==> src/rtl/pil_filter_pkg.sv <==
package pil_filter_pkg;

  // Strobes from the control section to the datapath
  typedef struct packed {
    logic pilLoad;  // load the threshold register at this edge
    logic offerEn;  // offers may be shown this cycle
  } pil_strobe_t;

endpackage

==> src/rtl/pil_filter_datapath.sv <==
module pil_filter_datapath
  import pil_filter_pkg::*;
#(
  parameter int LevelWidth = 4,
  parameter int TrapWidth  = 8,
  parameter int TrapBase   = 'h40,
  localparam int NumReq    = (2 ** LevelWidth) - 1,
  localparam int MaxLevel  = NumReq
) (
  input  logic                  clk,
  input  logic                  rstN,
  input  logic [NumReq-1:0]     irqPending,
  input  logic                  intEnable,
  input  logic [LevelWidth-1:0] pilWrData,
  input  pil_strobe_t           strobes,
  output logic [LevelWidth-1:0] pilLevel,
  output logic                  takeReq,
  output logic [LevelWidth-1:0] takeLevel,
  output logic [TrapWidth-1:0]  takeTrapType
);

  logic [LevelWidth-1:0] pilReg;
  logic [NumReq-1:0]     allowed;
  logic                  candValid;
  logic [LevelWidth-1:0] candLevel;

  // Threshold register, reset to the most restrictive value
  always_ff @(posedge clk) begin
    if (!rstN) begin
      pilReg <= LevelWidth'(MaxLevel);
    end else if (strobes.pilLoad) begin
      pilReg <= pilWrData;
    end
  end

  // Per-level gate: strictly above threshold and globally enabled
  for (genvar lvl = 0; lvl < NumReq; lvl++) begin : gLevelGate
    assign allowed[lvl] = irqPending[lvl] && intEnable &&
                          (LevelWidth'(lvl + 1) > pilReg);
  end

  // Priority encoder: the highest allowed level wins
  always_comb begin
    candValid = 1'b0;
    candLevel = '0;
    for (int i = 0; i < NumReq; i++) begin
      if (allowed[i]) begin
        candValid = 1'b1;
        candLevel = LevelWidth'(i + 1);
      end
    end
  end

  assign pilLevel     = pilReg;
  assign takeReq      = candValid && strobes.offerEn;
  assign takeLevel    = candLevel;
  assign takeTrapType = TrapWidth'(TrapBase) + TrapWidth'(candLevel);

endmodule

==> src/rtl/pil_filter_control.sv <==
module pil_filter_control
  import pil_filter_pkg::*;
(
  input  logic        clk,
  input  logic        rstN,
  input  logic        pilWrEn,
  input  logic        privMode,
  input  logic        takeReq,
  input  logic        takeAck,
  output pil_strobe_t strobes
);

  logic holdOff;

  // One quiet cycle after each accepted acknowledge
  always_ff @(posedge clk) begin
    if (!rstN) begin
      holdOff <= 1'b0;
    end else begin
      holdOff <= takeReq && takeAck;
    end
  end

  always_comb begin
    strobes.pilLoad = pilWrEn && privMode;
    strobes.offerEn = !holdOff;
  end

endmodule

==> src/rtl/pil_filter.sv <==
module pil_filter
  import pil_filter_pkg::*;
#(
  parameter int LevelWidth = 4,
  parameter int TrapWidth  = 8,
  parameter int TrapBase   = 'h40,
  localparam int NumReq    = (2 ** LevelWidth) - 1
) (
  input  logic                  clk,
  input  logic                  rstN,
  input  logic [NumReq-1:0]     irqPending,
  input  logic                  intEnable,
  input  logic                  privMode,
  input  logic                  pilWrEn,
  input  logic [LevelWidth-1:0] pilWrData,
  input  logic                  takeAck,
  output logic [LevelWidth-1:0] pilLevel,
  output logic                  takeReq,
  output logic [LevelWidth-1:0] takeLevel,
  output logic [TrapWidth-1:0]  takeTrapType
);

  pil_strobe_t strobes;

  pil_filter_control uCtrl (
    .clk      (clk),
    .rstN     (rstN),
    .pilWrEn  (pilWrEn),
    .privMode (privMode),
    .takeReq  (takeReq),
    .takeAck  (takeAck),
    .strobes  (strobes)
  );

  pil_filter_datapath #(
    .LevelWidth (LevelWidth),
    .TrapWidth  (TrapWidth),
    .TrapBase   (TrapBase)
  ) uData (
    .clk          (clk),
    .rstN         (rstN),
    .irqPending   (irqPending),
    .intEnable    (intEnable),
    .pilWrData    (pilWrData),
    .strobes      (strobes),
    .pilLevel     (pilLevel),
    .takeReq      (takeReq),
    .takeLevel    (takeLevel),
    .takeTrapType (takeTrapType)
  );

endmodule

==> config.mk <==
export PLATFORM = sky130hd
export DESIGN_NAME = pil_filter
export DESIGN_NICKNAME = d
export VERILOG_FILES = /design/src/rtl/pil_filter_pkg.sv /design/src/rtl/pil_filter_datapath.sv /design/src/rtl/pil_filter_control.sv /design/src/rtl/pil_filter.sv
export SDC_FILE = /design/constraint.sdc
export NUM_CORES = 1
export LEC_CHECK = 0
export ABC_AREA = 1
export CAP_MARGIN = 20
export CORE_MARGIN = 1
export CORE_UTILIZATION = 30
export CTS_CLUSTER_DIAMETER = 80
export DETAILED_ROUTE_END_ITERATION = 8
export PLACE_DENSITY = 0.79
export SETUP_SLACK_MARGIN = 0.1
export SLEW_MARGIN = 10
export SYNTH_ARGS = -nofsm -noshare
export SYNTH_HDL_FRONTEND = slang
export SYNTH_SLANG_ARGS = --single-unit
==> constraint.sdc <==
create_clock -name clk -period 1.6 [get_ports clk]
set_clock_uncertainty 0.15 [all_clocks]
set_input_delay 0.16 -clock clk [delete_from_list [all_inputs] [get_ports clk]]
set_output_delay 0.16 -clock clk [all_outputs]
set_load 0.005 [all_outputs]
---- Word-level counts from Yosys, hierarchy flattened ----
Cells that the tools add are included.
word-level totals
  register bits ........................... 5
  bits of input ports ..................... 25
  output and inout bits ................... 17
  word-level logic and storage cells ...... 82
cells by class
  add/sub/neg operators ................... 1
  order comparisons ....................... 15
  muxes and demuxes ....................... 30
  reductions and logical operators ........ 34
operator list
  kind                 number
  $logic_and 1x1->1    33
  $gt 4x4->1 const A   8
  $mux 4               8
  $gt 3x4->1 const A   4
  $mux 1               16
  $mux 3               4
  $add 7x4->8 const A  1
  $gt 2x4->1 const A   2
  $gt 1x4->1 const A   1
  $mux 2               2
  $logic_not 1->1      1

---- Longest topological paths before layout ----
Gate-level depths: netlist of run 1.
  depth in word-level cells ............... 19
  gate-level depth with buffers ........... 18
  gate-level depth less buffers ........... 17

---- Hierarchy ----
A second synthesis of run 1 with hierarchy kept.
second synthesis, totals
  cell total of the unflattened synthesis .. 99
  area total of the unflattened synthesis .. 590.6 µm²
by module, submodules not included
  module               instances  cells each  area each (µm²)  sequential area each (µm²)
  pil_filter_datapath  1          92          545.5            80.1
  pil_filter_control   1          7           45.0             20.0

---- Worst setup path after synthesis of run 1 ----
Ideal clock, no wire load.
  path kind ............................... reg2out
  from .................................... register uData.pilReg[1] (netlist: uData.pilLevel[1])
  to ...................................... output port takeTrapType[0]
  arrival ................................. 1.419 ns
  data required time ...................... 1.290 ns
  slack ................................... -0.129 ns
  cell stages (with the launch flop) ...... 19
  buffers on the path ..................... 1
  cell sequence ........................... dfxtp_1 inv_2 nand2_2 nor2_1 nand3_1 nand2_1 nand2_1 nand2_1 nand2_1 nand2_1 nand2_1 nand2_1 nand2_1 nand2_1 nand2_1 nand2_1 nand2_1 nand2_1 buf_4
between the ends
  longest elaborated chain between the ends .. 18
  elaborated cells between the ends (all ways) .. 46
  classes of those cells .................. add/sub: 1; order compare: 15; mux: 15; reduce/logical: 15
RTL lines
  item                    RTL line                   RTL
  start, declared         pil_filter_datapath.sv:22  logic [LevelWidth-1:0] pilReg;
  start signal, assigned  pil_filter_datapath.sv:30  pilReg <= LevelWidth'(MaxLevel);
  start signal, assigned  pil_filter_datapath.sv:32  pilReg <= pilWrData;
  $gt 1x4->1              pil_filter_datapath.sv:39  (LevelWidth'(lvl + 1) > pilReg);
  $logic_and 1x1->1       pil_filter_datapath.sv:38  assign allowed[lvl] = irqPending[lvl] && intEnable &&
  $mux 1                  pil_filter_datapath.sv:47  if (allowed[i]) begin
  $mux 2 (2 in series)    pil_filter_datapath.sv:47
  $mux 3 (4 in series)    pil_filter_datapath.sv:47
  $mux 4 (7 in series)    pil_filter_datapath.sv:47
  $mux 4 *                pil_filter_datapath.sv:47
  named net takeLevel[0]  pil_filter.sv:19           output logic [LevelWidth-1:0] takeLevel,
  $add 7x4->8 *           pil_filter_datapath.sv:57  assign takeTrapType = TrapWidth'(TrapBase) + TrapWidth'(candLevel);
  end, declared           pil_filter.sv:20           output logic [TrapWidth-1:0] takeTrapType
The timed path passes the listed nets; every way through them passes the cells marked *.

---- Worst setup path in the final report of run 1 ----
  from .................................... register uData.pilReg[3] (netlist: uData.pilLevel[3])
  to ...................................... output port takeLevel[0]
between the ends
  longest elaborated chain between the ends .. 17
  elaborated cells between the ends (all ways) .. 45
  classes of those cells .................. order compare: 15; mux: 15; reduce/logical: 15
RTL lines
  item                  RTL line
  $gt 1x4->1            pil_filter_datapath.sv:39
  $logic_and 1x1->1     pil_filter_datapath.sv:38
  $mux 1                pil_filter_datapath.sv:47
  $mux 2 (2 in series)  pil_filter_datapath.sv:47
  $mux 3 (4 in series)  pil_filter_datapath.sv:47
  $mux 4 (7 in series)  pil_filter_datapath.sv:47
  $mux 4 *              pil_filter_datapath.sv:47
  end, declared         pil_filter.sv:19
Mark *: on every way between the ends. The rest lies on a longest branch, timed or not.

==> results of run 1 <==
## path summary, 6_finish.rpt
path | start | end | slack [ps]
worst max-delay path | uData.pilLevel[3]$_SDFFE_PN1P_ | takeLevel[0] | -610
worst min-delay path | pilWrData[3] | uData.pilLevel[3]$_SDFFE_PN1P_ | 330
worst max register to register | uData.pilLevel[1]$_SDFFE_PN1P_ | uCtrl.holdOff$_SDFF_PN0_ | -210
worst min register to register | uCtrl.holdOff$_SDFF_PN0_ | uCtrl.holdOff$_SDFF_PN0_ | 470
## layer usage
metal,share of wire,vias to the layer above
li1,-,452
met1,0.37,472
met2,0.54,63
met3,0.049,18
met4,0.046,0
met5,0,-
## critical path: stages (launching register included)
cell and delay [ps]:
dfxtp_4 350, nor2_4 150, nand4_2 160, nand2_1 110, nand2_1 70, nand2_1 100, nand2_1 70, nand2_2 60
nand2_1 50, nand2_1 50, nand2_1 40, nand2_1 50, nand2_1 40, nand2_1 50, nand2_1 50, nand2_1 90
buf_2 130
## logic make-up after synthesis
logic type	count (synthesis)	synth area share
AO/OA/AOI/OAI	16	0.2099
flip-flops	5	0.1732
buffers and inverters	18	0.1862
AND/OR/NAND/NOR	53	0.4177
other	2	0.01299
## sequential cells by signal, summed over array words and instances (netlist names)
name            cells
uData.pilLevel      4
uCtrl.holdOff       1
## synthesized netlist by cell type (2+ instances only)
| master | count |
|---|---|
| nand2_1 | 32 |
| nand3_1 | 9 |
| buf_4 | 8 |
| dfxtp_1 | 5 |
| inv_1 | 5 |
| o211ai_1 | 5 |
| nor2_1 | 4 |
| a21oi_1 | 3 |
| inv_2 | 3 |
| a31oi_1 | 2 |
| conb_1 | 2 |
| nand2_2 | 2 |
| nor2_2 | 2 |
| o31ai_1 | 2 |
## power groups by stage
stage	registers [W]	clock network, W	logic, W
after global routing	0.000146	0.000173	0.000403
after floorplan	0.000148	0	0.000129
after CTS	0.000144	0.000158	0.000335
after detailed placement	0.000144	0	0.000317
after global placement	0.000144	0	0.000310
final	0.000145	0.000159	0.000379
## final cells by class
| type | count | area [um2] |
|---|---|---|
| clock buffer | 4 | 26.28 |
| fill | 119 | 366.6 |
| inverter | 9 | 48.80 |
| multi-input combinational | 73 | 511.7 |
| sequential | 5 | 115.1 |
| tap | 25 | 31.28 |
| timing repair buffer | 77 | 664.4 |
## through the flow
stage               setup TNS [ps]  cells  setup WS (ps)  hold WS [ps]
finish                       -4364    193         -611.8         333.2
global route                 -5108    193         -726.8         362.3
CTS                          -3437    188         -422.7         306.5
detailed placement           -7783    174         -934.0         412.2
global placement             -7303    174         -899.8         397.6
floorplan                   -101.9     96         -84.30         93.37
## repair_timing
item	CTS	global route
resized for setup	69	15
setup buffers	10	5
pin swaps	16	8
setup endpoints to repair	14	10
==> metrics, run 1 <==
first drt pass iteration count=4; via density per instance=5.207; setup slack after layout=-611.8 ps; hold buffers post-CTS=0; hpwl dp=1552 um; area leader, netlist=nand2_1; Clk pin slew, worst setup/hold paths=40 ps; Async S/R FF share, synth=0; vias in the first global route=875; initial antenna violation count=0; RSZ-0062 raised after global routing=true; placed instance area=1131 um2; clock latency on the worst-skew pair=260 ps; first-iteration detailed-routing DRC count=29; failing checks=negative setup slack; fraction of power consumed by the clock network=0.232; GRT Resource Usage Total=0.2684; Pint=0.0004400 W; Routed wire per std cell=15.79 um; min Tclk post-route=2212 ps; Port Buf Inserts=37; busiest grt layer=met2; distinct cell type count after synthesis=24; Yosys top cell area share=0.2078; sequential power share=0.213; Initial Util=0.3277; Final Core Density=0.7922; Die X-Extent=45.90 um; Worst Setup End Kind=output pin; FP Rows=15; Hold Crit Depth=3; syn_area_per_cell=6.150 um2; leakage power total=0.6871 nW; total of max-cap violations=0; most common cell after layout, fill and taps aside=buf_4; Pwr Total=0.0006835 W; Sink Count=5; largest net degree at the start of global routing=8; Tcrit/Tclk final=1.382; via count=1005; post-synthesis cell area=578.1 um2; GR Layer Usage met1=0.2894; Most used DFF post-synth=dfxtp_1; worst r2r path cells=8; CTS Root Cell=clkbuf_4; diode count=0; status=complete, but fails checks; sw frac=0.3563; Slew Viols, Final=0; Synthesis Warnings=0; Layout area overhead=141.8%; # nets final=194; ANT nets after route=0; Switch Pwr=0.0002435 W; global-route wire length before repair=3836 um; top cells by area, synth=nand2_1, dfxtp_1, buf_4, nand3_1, o211ai_1; layout cells sized above 1=0.5179; DRC=0; synthesized netlist cell count=94; met3 GRT Util=0.01587; commonest non-fill, non-tap cells in the layout=buf_4, nand2_1, clkdlybuf4s50_1; CP Data Required Time=1290 ps; Min-Delay Path Class=in2reg; register bit count reported by yosys=5; crit-path max FO=4; Core ar.=1764 um2; Logic pwr share=0.555; Die Area=2106 um2; GP Congestion=0.8684; Critical Path AT=1900 ps; CTS Buf Count=3; Post-synth EDFFs=0; final setup violation count=10; fmax=452.1 MHz; CTS tree=built; total global routing overflow=0; H-tree depth=1; Final Cell Area=1398 um2; endpoints failing hold=0; overall routed net length=3048 um; Ports=42; buffers from clock root to sink, at most=2; Die Span Y=45.90 um; global routing usage on met2=0.4761; WS Path Type=reg2out; Worst setup SP type=register; VDD IR-drop max=0.7179 mV; power per cell area=489.1 nW/um2; post-synthesis sequential area ratio=0.1732
(Power assumes the default switching activity.)
==> run 2: changes to the inputs <==
--- a/config.mk
+++ b/config.mk
@@ -11,6 +11,7 @@
 export CORE_UTILIZATION = 30
 export CTS_CLUSTER_DIAMETER = 80
 export DETAILED_ROUTE_END_ITERATION = 8
+export HOLD_SLACK_MARGIN = 0.1
 export PLACE_DENSITY = 0.79
 export SETUP_SLACK_MARGIN = 0.1
 export SLEW_MARGIN = 10
==> results of run 2 <==
No change in the layout: final DEF, timing and power equal those of run 1.
